--- src/rtl/fcsr_pkg.sv ---
package fcsr_pkg;
  localparam int N_EXC   = 6;
  localparam int DEF_W   = 16;
  localparam int DAZ_POS = 6;
  localparam logic [DEF_W-1:0] FCSR_RST = 16'h1F80;

  typedef enum logic [1:0] {
    RC_NEAREST = 2'b00,
    RC_DOWN    = 2'b01,
    RC_UP      = 2'b10,
    RC_ZERO    = 2'b11
  } rc_e;

  // Packed from bit 15 down to bit 0.
  typedef struct packed {
    logic             ftz;
    rc_e              rc;
    logic [N_EXC-1:0] msk;
    logic             daz;
    logic [N_EXC-1:0] flg;
  } fcsr_t;
endpackage

--- src/rtl/fcsr_wr_check.sv ---
module fcsr_wr_check #(
  parameter int DW      = 32,
  parameter int DEFW    = 16,
  parameter bit HAS_DAZ = 1'b1
) (
  input  logic          wr_en,
  input  logic [DW-1:0] wr_data,
  output logic [DW-1:0] cap_mask,
  output logic          wr_ok,
  output logic          wr_bad
);
  localparam logic [DW-1:0] DEF_MASK = {{(DW-DEFW){1'b0}}, {DEFW{1'b1}}};
  localparam logic [DW-1:0] DAZ_ONE  = {{(DW-1){1'b0}}, 1'b1} << fcsr_pkg::DAZ_POS;
  localparam logic [DW-1:0] CAP      = HAS_DAZ ? DEF_MASK : (DEF_MASK & ~DAZ_ONE);

  logic [DW-1:0] bad_bits;
  logic          any_bad;

  always_comb begin
    bad_bits = wr_data & ~CAP;
    any_bad  = |bad_bits;
    wr_bad   = wr_en & any_bad;
    wr_ok    = wr_en & ~any_bad;
  end

  assign cap_mask = CAP;
endmodule

--- src/rtl/fcsr_flag_accum.sv ---
module fcsr_flag_accum #(
  parameter int N = 6
) (
  input  logic         wr_ok,
  input  logic [N-1:0] wr_flg,
  input  logic [N-1:0] cur_flg,
  input  logic [N-1:0] cur_msk,
  input  logic [N-1:0] evt,
  output logic [N-1:0] nxt_flg,
  output logic [N-1:0] trap
);
  for (genvar i = 0; i < N; i++) begin : g_exc
    logic base;
    always_comb begin
      base       = wr_ok ? wr_flg[i] : cur_flg[i];
      nxt_flg[i] = base | evt[i];
      trap[i]    = evt[i] & ~cur_msk[i];
    end
  end
endmodule

--- src/rtl/fcsr_round_decode.sv ---
module fcsr_round_decode (
  input  fcsr_pkg::rc_e rc,
  output logic          is_nearest,
  output logic          is_down,
  output logic          is_up,
  output logic          is_zero
);
  always_comb begin
    is_nearest = 1'b0;
    is_down    = 1'b0;
    is_up      = 1'b0;
    is_zero    = 1'b0;
    unique case (rc)
      fcsr_pkg::RC_NEAREST: is_nearest = 1'b1;
      fcsr_pkg::RC_DOWN:    is_down    = 1'b1;
      fcsr_pkg::RC_UP:      is_up      = 1'b1;
      default:              is_zero    = 1'b1;
    endcase
  end
endmodule

--- src/rtl/fpctl_csr.sv ---
module fpctl_csr #(
  parameter int DATA_W  = 32,
  parameter bit HAS_DAZ = 1'b1
) (
  input  logic                       clk,
  input  logic                       rst_n,
  input  logic                       sw_wr_en,
  input  logic [DATA_W-1:0]          sw_wr_data,
  output logic [DATA_W-1:0]          sw_rd_data,
  output logic [DATA_W-1:0]          cap_mask,
  output logic                       wr_fault,
  input  logic [fcsr_pkg::N_EXC-1:0] exc_evt,
  output logic [fcsr_pkg::N_EXC-1:0] trap_req,
  output logic                       rnd_nearest,
  output logic                       rnd_down,
  output logic                       rnd_up,
  output logic                       rnd_zero,
  output logic                       ftz_en,
  output logic                       daz_en
);
  import fcsr_pkg::*;

  localparam int PAD_W = DATA_W - DEF_W;

  // Reset synchronizer: assertion is asynchronous, release is synchronous.
  logic [1:0] rst_sync_q;
  logic       rst_q_n;

  always_ff @(posedge clk or negedge rst_n) begin
    if (!rst_n) rst_sync_q <= 2'b00;
    else        rst_sync_q <= {rst_sync_q[0], 1'b1};
  end
  assign rst_q_n = rst_sync_q[1];

  // Write legality check.
  logic wr_ok, wr_bad;

  fcsr_wr_check #(
    .DW     (DATA_W),
    .DEFW   (DEF_W),
    .HAS_DAZ(HAS_DAZ)
  ) u_wr_check (
    .wr_en   (sw_wr_en),
    .wr_data (sw_wr_data),
    .cap_mask(cap_mask),
    .wr_ok   (wr_ok),
    .wr_bad  (wr_bad)
  );

  // State and next state.
  fcsr_t csr_q, csr_d, wr_val;
  logic  fault_q;
  logic  csr_en;
  logic [N_EXC-1:0] nxt_flg;

  assign wr_val = fcsr_t'(sw_wr_data[DEF_W-1:0]);

  fcsr_flag_accum #(.N(N_EXC)) u_flags (
    .wr_ok  (wr_ok),
    .wr_flg (wr_val.flg),
    .cur_flg(csr_q.flg),
    .cur_msk(csr_q.msk),
    .evt    (exc_evt),
    .nxt_flg(nxt_flg),
    .trap   (trap_req)
  );

  always_comb begin
    csr_d     = wr_ok ? wr_val : csr_q;
    csr_d.flg = nxt_flg;
    csr_en    = wr_ok | (|exc_evt);
  end

  always_ff @(posedge clk or negedge rst_q_n) begin
    if (!rst_q_n) begin
      csr_q <= fcsr_t'(FCSR_RST);
    end else if (csr_en) begin
      csr_q <= csr_d;
    end
  end

  always_ff @(posedge clk or negedge rst_q_n) begin
    if (!rst_q_n) fault_q <= 1'b0;
    else          fault_q <= wr_bad;
  end

  // Outputs.
  fcsr_round_decode u_round (
    .rc        (csr_q.rc),
    .is_nearest(rnd_nearest),
    .is_down   (rnd_down),
    .is_up     (rnd_up),
    .is_zero   (rnd_zero)
  );

  assign sw_rd_data = {{PAD_W{1'b0}}, csr_q};
  assign wr_fault   = fault_q;
  assign ftz_en     = csr_q.ftz;
  assign daz_en     = csr_q.daz;
endmodule

--- config.mk ---
export PLATFORM = sky130hd
export DESIGN_NAME = fpctl_csr
export DESIGN_NICKNAME = d
export VERILOG_FILES = /design/src/rtl/fcsr_pkg.sv /design/src/rtl/fcsr_wr_check.sv /design/src/rtl/fcsr_flag_accum.sv /design/src/rtl/fcsr_round_decode.sv /design/src/rtl/fpctl_csr.sv
export SDC_FILE = /design/constraint.sdc
export NUM_CORES = 1
export LEC_CHECK = 0
export ABC_AREA = 1
export CELL_PAD_IN_SITES_DETAIL_PLACEMENT = 1
export CELL_PAD_IN_SITES_GLOBAL_PLACEMENT = 1
export CORE_UTILIZATION = 39
export CTS_BUF_LIST = sky130_fd_sc_hd__clkbuf_4 sky130_fd_sc_hd__clkbuf_8
export CTS_CLUSTER_SIZE = 40
export DETAILED_ROUTE_END_ITERATION = 10
export DONT_BUFFER_PORTS = 1
export PLACE_DENSITY_LB_ADDON = 0.1
export SYNTH_ARGS = -nofsm -noshare
export SYNTH_HDL_FRONTEND = slang
export SYNTH_HIERARCHICAL = 1
export SYNTH_SLANG_ARGS = --single-unit
export TNS_END_PERCENT = 5
--- constraint.sdc ---
create_clock -name clk -period 0.8 [get_ports clk]
set_clock_uncertainty 0.1 [all_clocks]
set_input_delay 0.2 -clock clk [delete_from_list [all_inputs] [get_ports clk]]
set_output_delay 0.2 -clock clk [all_outputs]
set_load 0.03 [all_outputs]
==> results of run 1 <==
[Yosys cell counts, drive strengths merged]
cell type  instances
buf               51
nand2             26
nor2              23
dfrtp             13
inv               12
nand3             12
mux2              10
dfstp              6
o21ai              6
conb               4
clkinv             2
a21oi              1
[power breakdown]
| group | switching [mW] | internal [mW] |
|---|---|---|
| combinational | 0.425 | 0.0922 |
| clock | 0.283 | 0.227 |
| sequential | 0.0170 | 0.977 |
[per-layer routing]
layer | track usage | up-vias
li1 | - | 475
met1 | 0.184 | 464
met2 | 0.280 | 62
met3 | 0.0399 | 2
met4 | 0.0190 | 0
met5 | 0 | -
[layout make-up]
| type | count | area share |
|---|---|---|
| clock buffers | 4 | 0.0178 |
| inverters | 14 | 0.0334 |
| multi-input cells | 127 | 0.412 |
| flip-flops and latches | 19 | 0.288 |
| well taps | 46 | 0.0341 |
| repair buffers | 34 | 0.214 |
[flip-flops by register name, summed over array words and instances, names as in the netlist]
name / flops
daz_en: 1
wr_fault: 1
rst_sync_q: 2
ftz_en: 1
sw_rd_data: 14
[what timing repair did]
item | CTS | global route
hold endpoints to repair | 13 | 11
pin swaps | 10 | 5
setup endpoints to repair | 45 | 45
buffers inserted | 2 | 0
resized for setup | 30 | 14
[kinds of logic (layout without fill, tap and decap cells)]
family,after synthesis,in the layout
AO/OA/AOI/OAI,7,7
buffers and inverters,65,52
flip-flops,19,19
multiplexers,10,10
other,4,49
AND/OR/NAND/NOR,61,61
[through the flow]
stage | cell area (um2) | power, mW | utilization | hold slack (ps) | TNS (ps)
floorplan | 1560 | 1.60 | - | -196 | -14380
global placement | 1480 | 1.49 | 0.441 | -196 | -13400
detailed placement | 1480 | 1.49 | 0.441 | -196 | -14360
CTS | 1640 | 2.05 | 0.488 | -64.2 | -18410
global route | 1690 | 2.14 | 0.501 | -72.1 | -19990
finish | 1690 | 2.02 | 0.501 | -50.7 | -17780
[final timing paths]
path	cells after the start	start	to	slack, ps
max	2	sw_rd_data[11]$_DFFE_PN1P_	trap_req[4]	-560
min	1	sw_wr_data[11]	sw_rd_data[11]$_DFFE_PN1P_	-50
max reg2reg	2	sw_rd_data[13]$_DFFE_PN0P_	sw_rd_data[13]$_DFFE_PN0P_	-260
min reg2reg	1	rst_sync_q[1]$_DFF_PN0_	sw_rd_data[14]$_DFFE_PN0P_	100
max in group asynchronous	1	rst_sync_q[1]$_DFF_PN0_	sw_rd_data[8]$_DFFE_PN1P_	280
min in group asynchronous	1	rst_n	rst_sync_q[0]$_DFF_PN0_	40
==> results.json, run 1 <==
{
  "wire_per_inst_um": 12.3,
  "num_vias": 1003,
  "antenna_cells": 0,
  "place.gp.congestion": 0.632,
  "cts_buffer_depth": 2,
  "required_ps": 500,
  "synth_compound_area_frac": 0.0254,
  "max_stage_delay_ps": 580,
  "fp.dieW_um": 61.5,
  "fin_crit_ps": 1360,
  "seqCellArea_um2": 485,
  "dr.max_layer_used": "met4",
  "vias_per_cell": 4.11,
  "grt.overflow.total": 0,
  "rsz0062_at_grt": "true",
  "ys_ff_latch": 19,
  "violations": "negative hold slack, negative setup slack",
  "final_common_cell": "conb_1",
  "avgSynthCellArea_um2": 8.32,
  "drt_iter0_drc": 21,
  "dp_hpwl_um": 2470,
  "grt_pass1_wl_um": 4260,
  "worst_slack_ps": -565,
  "drv_cap": 0,
  "area_growth_pct": 22.1,
  "max_freq_ghz": 0.733,
  "die_h_um": 61.5,
  "wl_um": 2990,
  "fp-row-count": 21,
  "grt_antenna_before_repair": 0,
  "synth.top_cell.area_share": 0.272,
  "dr_wl_met2_um": 1570,
  "finalNonFillerCells": 244,
  "wl_met1_um": 1080,
  "whs_ps": -50.7,
  "grt_max_degree": 18,
  "io_pins": 118,
  "initial_utilization": 0.411,
  "synth_seq_area_share": 0.350,
  "io_buffers": 0,
  "numCtsBuffers": 3,
  "drt_pass1_iterations": 2,
  "synth-xor-area-share": 0,
  "power.density_nw_per_um2": 1200,
  "finalSetupViolCount": 45,
  "cp_max_fo": 3,
  "synthTopCellsByArea": "buf_4 (27%), dfrtp_1 (24%), dfstp_2 (11%)",
  "cts_tree": "yes",
  "clock-root-buffer": "clkbuf_4",
  "synthCells": 166,
  "fill_cells": 410,
  "slew_violations": 0,
  "finalHoldViolations": 11,
  "clkLatencyLatePin_ps": 280,
  "endpoint_kind": "output port",
  "fin_nets": 240,
  "yosys.area_share.simple": 0.186,
  "multiInputGateArea_um2": 696,
  "period_share": 1.71,
  "drc": 0,
  "cts.clk_slew.worst_paths_ps": 110,
  "dp.cells": 237,
  "core_um2": 3360,
  "synth.distinct_cells": 17,
  "holdBufCountCts": 1,
  "crit_slowest_cell": "dfstp_2",
  "ir_drop_uv": 504,
  "outcome": "finished with violations",
  "holdCritPathClass": "in -> reg",
  "crit_arrival_ps": 1060,
  "cp.buffers_inverters": 1,
  "layout_common_cells": "conb_1 (49), nand2_1 (22), buf_6 (21)",
  "synth_top_family_by_area": "buffers and inverters",
  "htree_num_levels": 1,
  "synth_top_area_cell": "buf_4",
  "synthMuxAreaShare": 0.109,
  "dieArea_um2": 3780,
  "startpoint_type": "register",
  "p_leak_nw": 0.829,
  "grt_pass1_vias": 878,
  "pre_cts_slack_ps": -676,
  "drive_above_1_share": 0.384,
  "wl_met3_um": 316,
  "synth_warnings": 6,
  "antenna_left": 0,
  "crit_family": "flip-flops",
  "synthesis.area_um2": 1380,
  "synth_fa_ha_area_frac": 0,
  "critPathKind": "reg -> out",
  "grt_usage": 0.153,
  "clock-sinks": 19,
  "cp_cell_sequence": "nor2_1 > buf_4"
}
Note: power is estimated with default switching activity, not from simulation.
==> run 2: changes to the inputs <==
--- a/config.mk
+++ b/config.mk
@@ -8,7 +8,7 @@
 export ABC_AREA = 1
 export CELL_PAD_IN_SITES_DETAIL_PLACEMENT = 1
 export CELL_PAD_IN_SITES_GLOBAL_PLACEMENT = 1
-export CORE_UTILIZATION = 39
+export CORE_UTILIZATION = 46
 export CTS_BUF_LIST = sky130_fd_sc_hd__clkbuf_4 sky130_fd_sc_hd__clkbuf_8
 export CTS_CLUSTER_SIZE = 40
 export DETAILED_ROUTE_END_ITERATION = 10
==> constraint.sdc (replaced) <==
create_clock -name clk -period 1.63 [get_ports clk]
set_clock_uncertainty 0.1 [all_clocks]
set_input_delay 0.4075 -clock clk [delete_from_list [all_inputs] [get_ports clk]]
set_output_delay 0.4075 -clock clk [all_outputs]
set_load 0.03 [all_outputs]
==> results.json, run 2 (same netlist as run 1, synthesis figures left out) <==
{
  "max_stage_delay_ps": 560,
  "drv_cap": 0,
  "finalNonFillerCells": 217,
  "antenna_left": 0,
  "wl_um": 2850,
  "htree_num_levels": 1,
  "numCtsBuffers": 3,
  "fill_cells": 365,
  "io_buffers": 0,
  "slew_violations": 0,
  "critPathKind": "reg -> out",
  "worstMarginPinSlew_ps": 717,
  "grt_usage": 0.179,
  "startpoint_type": "register",
  "die_h_um": 56.8,
  "drt_pass1_iterations": 7,
  "layout_common_cells": "conb_1 (49), nand2_1 (25), buf_4 (20)",
  "cts_setup_buffers": 0,
  "finalPower_mw": 0.957,
  "outcome": "finished with violations",
  "fin_nets": 228,
  "fin_area_um2": 1420,
  "dp.cells": 212,
  "rsz0062_at_grt": "false",
  "place.gp.congestion": 0.709,
  "dieArea_um2": 3230,
  "grt_pass1_vias": 958,
  "min_from": "sw_wr_data[13]",
  "crit_end": "trap_req[3]",
  "violations": "design-rule violations",
  "initial_utilization": 0.492,
  "dp_hpwl_um": 2300,
  "endpoint_kind": "output port",
  "wire_per_inst_um": 13.1,
  "period_share": 0.964,
  "fp.dieW_um": 56.8,
  "rr_endpoint": "ftz_en$_DFFE_PN0P_",
  "num_vias": 959,
  "max_freq_ghz": 0.637,
  "required_ps": 1120,
  "final_util": 0.506,
  "cp_cell_sequence": "nor2_1 > buf_4",
  "area_growth_pct": 2.81,
  "antenna_cells": 0,
  "cp_max_fo": 2,
  "fp-row-count": 19,
  "grt_max_degree": 18,
  "r2r-start": "ftz_en$_DFFE_PN0P_",
  "core_um2": 2810,
  "fin_setup_tns_ps": 0,
  "critPathLaunch": "sw_rd_data[10]$_DFFE_PN1P_",
  "crit_slowest_cell": "dfstp_2",
  "clkLatencyLatePin_ps": 300,
  "power.density_nw_per_um2": 674,
  "timing.reg2reg.setup_slack_ps": 450,
  "grt_pass1_wl_um": 4460,
  "holdCritPathClass": "in -> reg",
  "largest_reg_flops": 14,
  "finalSetupViolCount": 0,
  "grt.overflow.total": 0,
  "cts_buffer_depth": 2,
  "finalHoldViolations": 0,
  "clock-sinks": 19,
  "io_pins": 118,
  "crit_arrival_ps": 1060,
  "grt_antenna_before_repair": 0,
  "cts_tree": "yes",
  "ir_drop_uv": 572,
  "relSlewSlack": 0.522,
  "final_common_cell": "conb_1",
  "place_area_um2": 1380,
  "drt_iter0_drc": 76,
  "clock-root-buffer": "clkbuf_4",
  "r2r_cells": 1,
  "drive_above_1_share": 0.280,
  "cts.clk_slew.worst_paths_ps": 110,
  "fin_crit_ps": 1570,
  "drc": 18,
  "p_leak_nw": 0.743,
  "vias_per_cell": 4.42
}
run 2: changes by cell type in the layout (fill, tap and decap cells not counted), sizes merged:
cell	previous run	this run
buf	33	21
clkbuf	4	3
clkinv	1	3
inv	13	12
run 2: per-stage QoR:
stage	worst slack, ps	hold slack (ps)
final	59.4	146
after global routing	7.32	120
after CTS	28.2	133
after detailed placement	-37.4	12.0
after global placement	12.1	12.0
after floorplan	-11.9	11.9
run 2: worst min path at each step:
stage / to / slack, ps / cells after the start
global placement: rst_sync_q[1]$_DFF_PN0_ / 10 / 0
floorplan: rst_sync_q[0]$_DFF_PN0_ / 10 / 0
finish: sw_rd_data[13]$_DFFE_PN0P_ / 150 / 1
detailed placement: rst_sync_q[1]$_DFF_PN0_ / 10 / 0
global route: sw_rd_data[13]$_DFFE_PN0P_ / 120 / 1
CTS: ftz_en$_DFFE_PN0P_ / 130 / 1
run 2: area by class of cell:
class | instances | area [um2] | area share
Timing Repair Buffer | 22 | 180 | 0.127
Clock buffer | 3 | 22.5 | 0.0159
Multi-Input combinational cell | 127 | 633 | 0.446
Tap cell | 31 | 38.8 | 0.0273
Clock inverter | 1 | 5.00 | 0.00352
Sequential cell | 19 | 485 | 0.342
Inverter | 14 | 55.1 | 0.0388
run 2: routing by layer:
layer,global-route usage,share of wire
met4,0.0418,0.0039
met3,0.0853,0.12
met1,0.200,0.36
met5,0,0
met2,0.308,0.51
run 2: report_power, final:
part | internal, mW | leakage (nW) | switching, mW | total (mW)
Combinational | 0.0252 | 0.523 | 0.191 | 0.216
Clock | 0.0915 | 0.0177 | 0.149 | 0.241
Sequential | 0.479 | 0.203 | 0.0221 | 0.501
run 2: worst max-delay path, delay by kind of cell, from the launching register on:
family / cells / cell delay [ps]
and+or+nand+nor: 1 / 50
DFF: 1 / 560
buffers and inverters: 1 / 160
run 2: repair_timing:
item	in CTS	in global routing
endpoints found under the setup margin	0	2
endpoints found under the hold margin	2	0
gates resized for setup	0	3
hold buffers	1	0
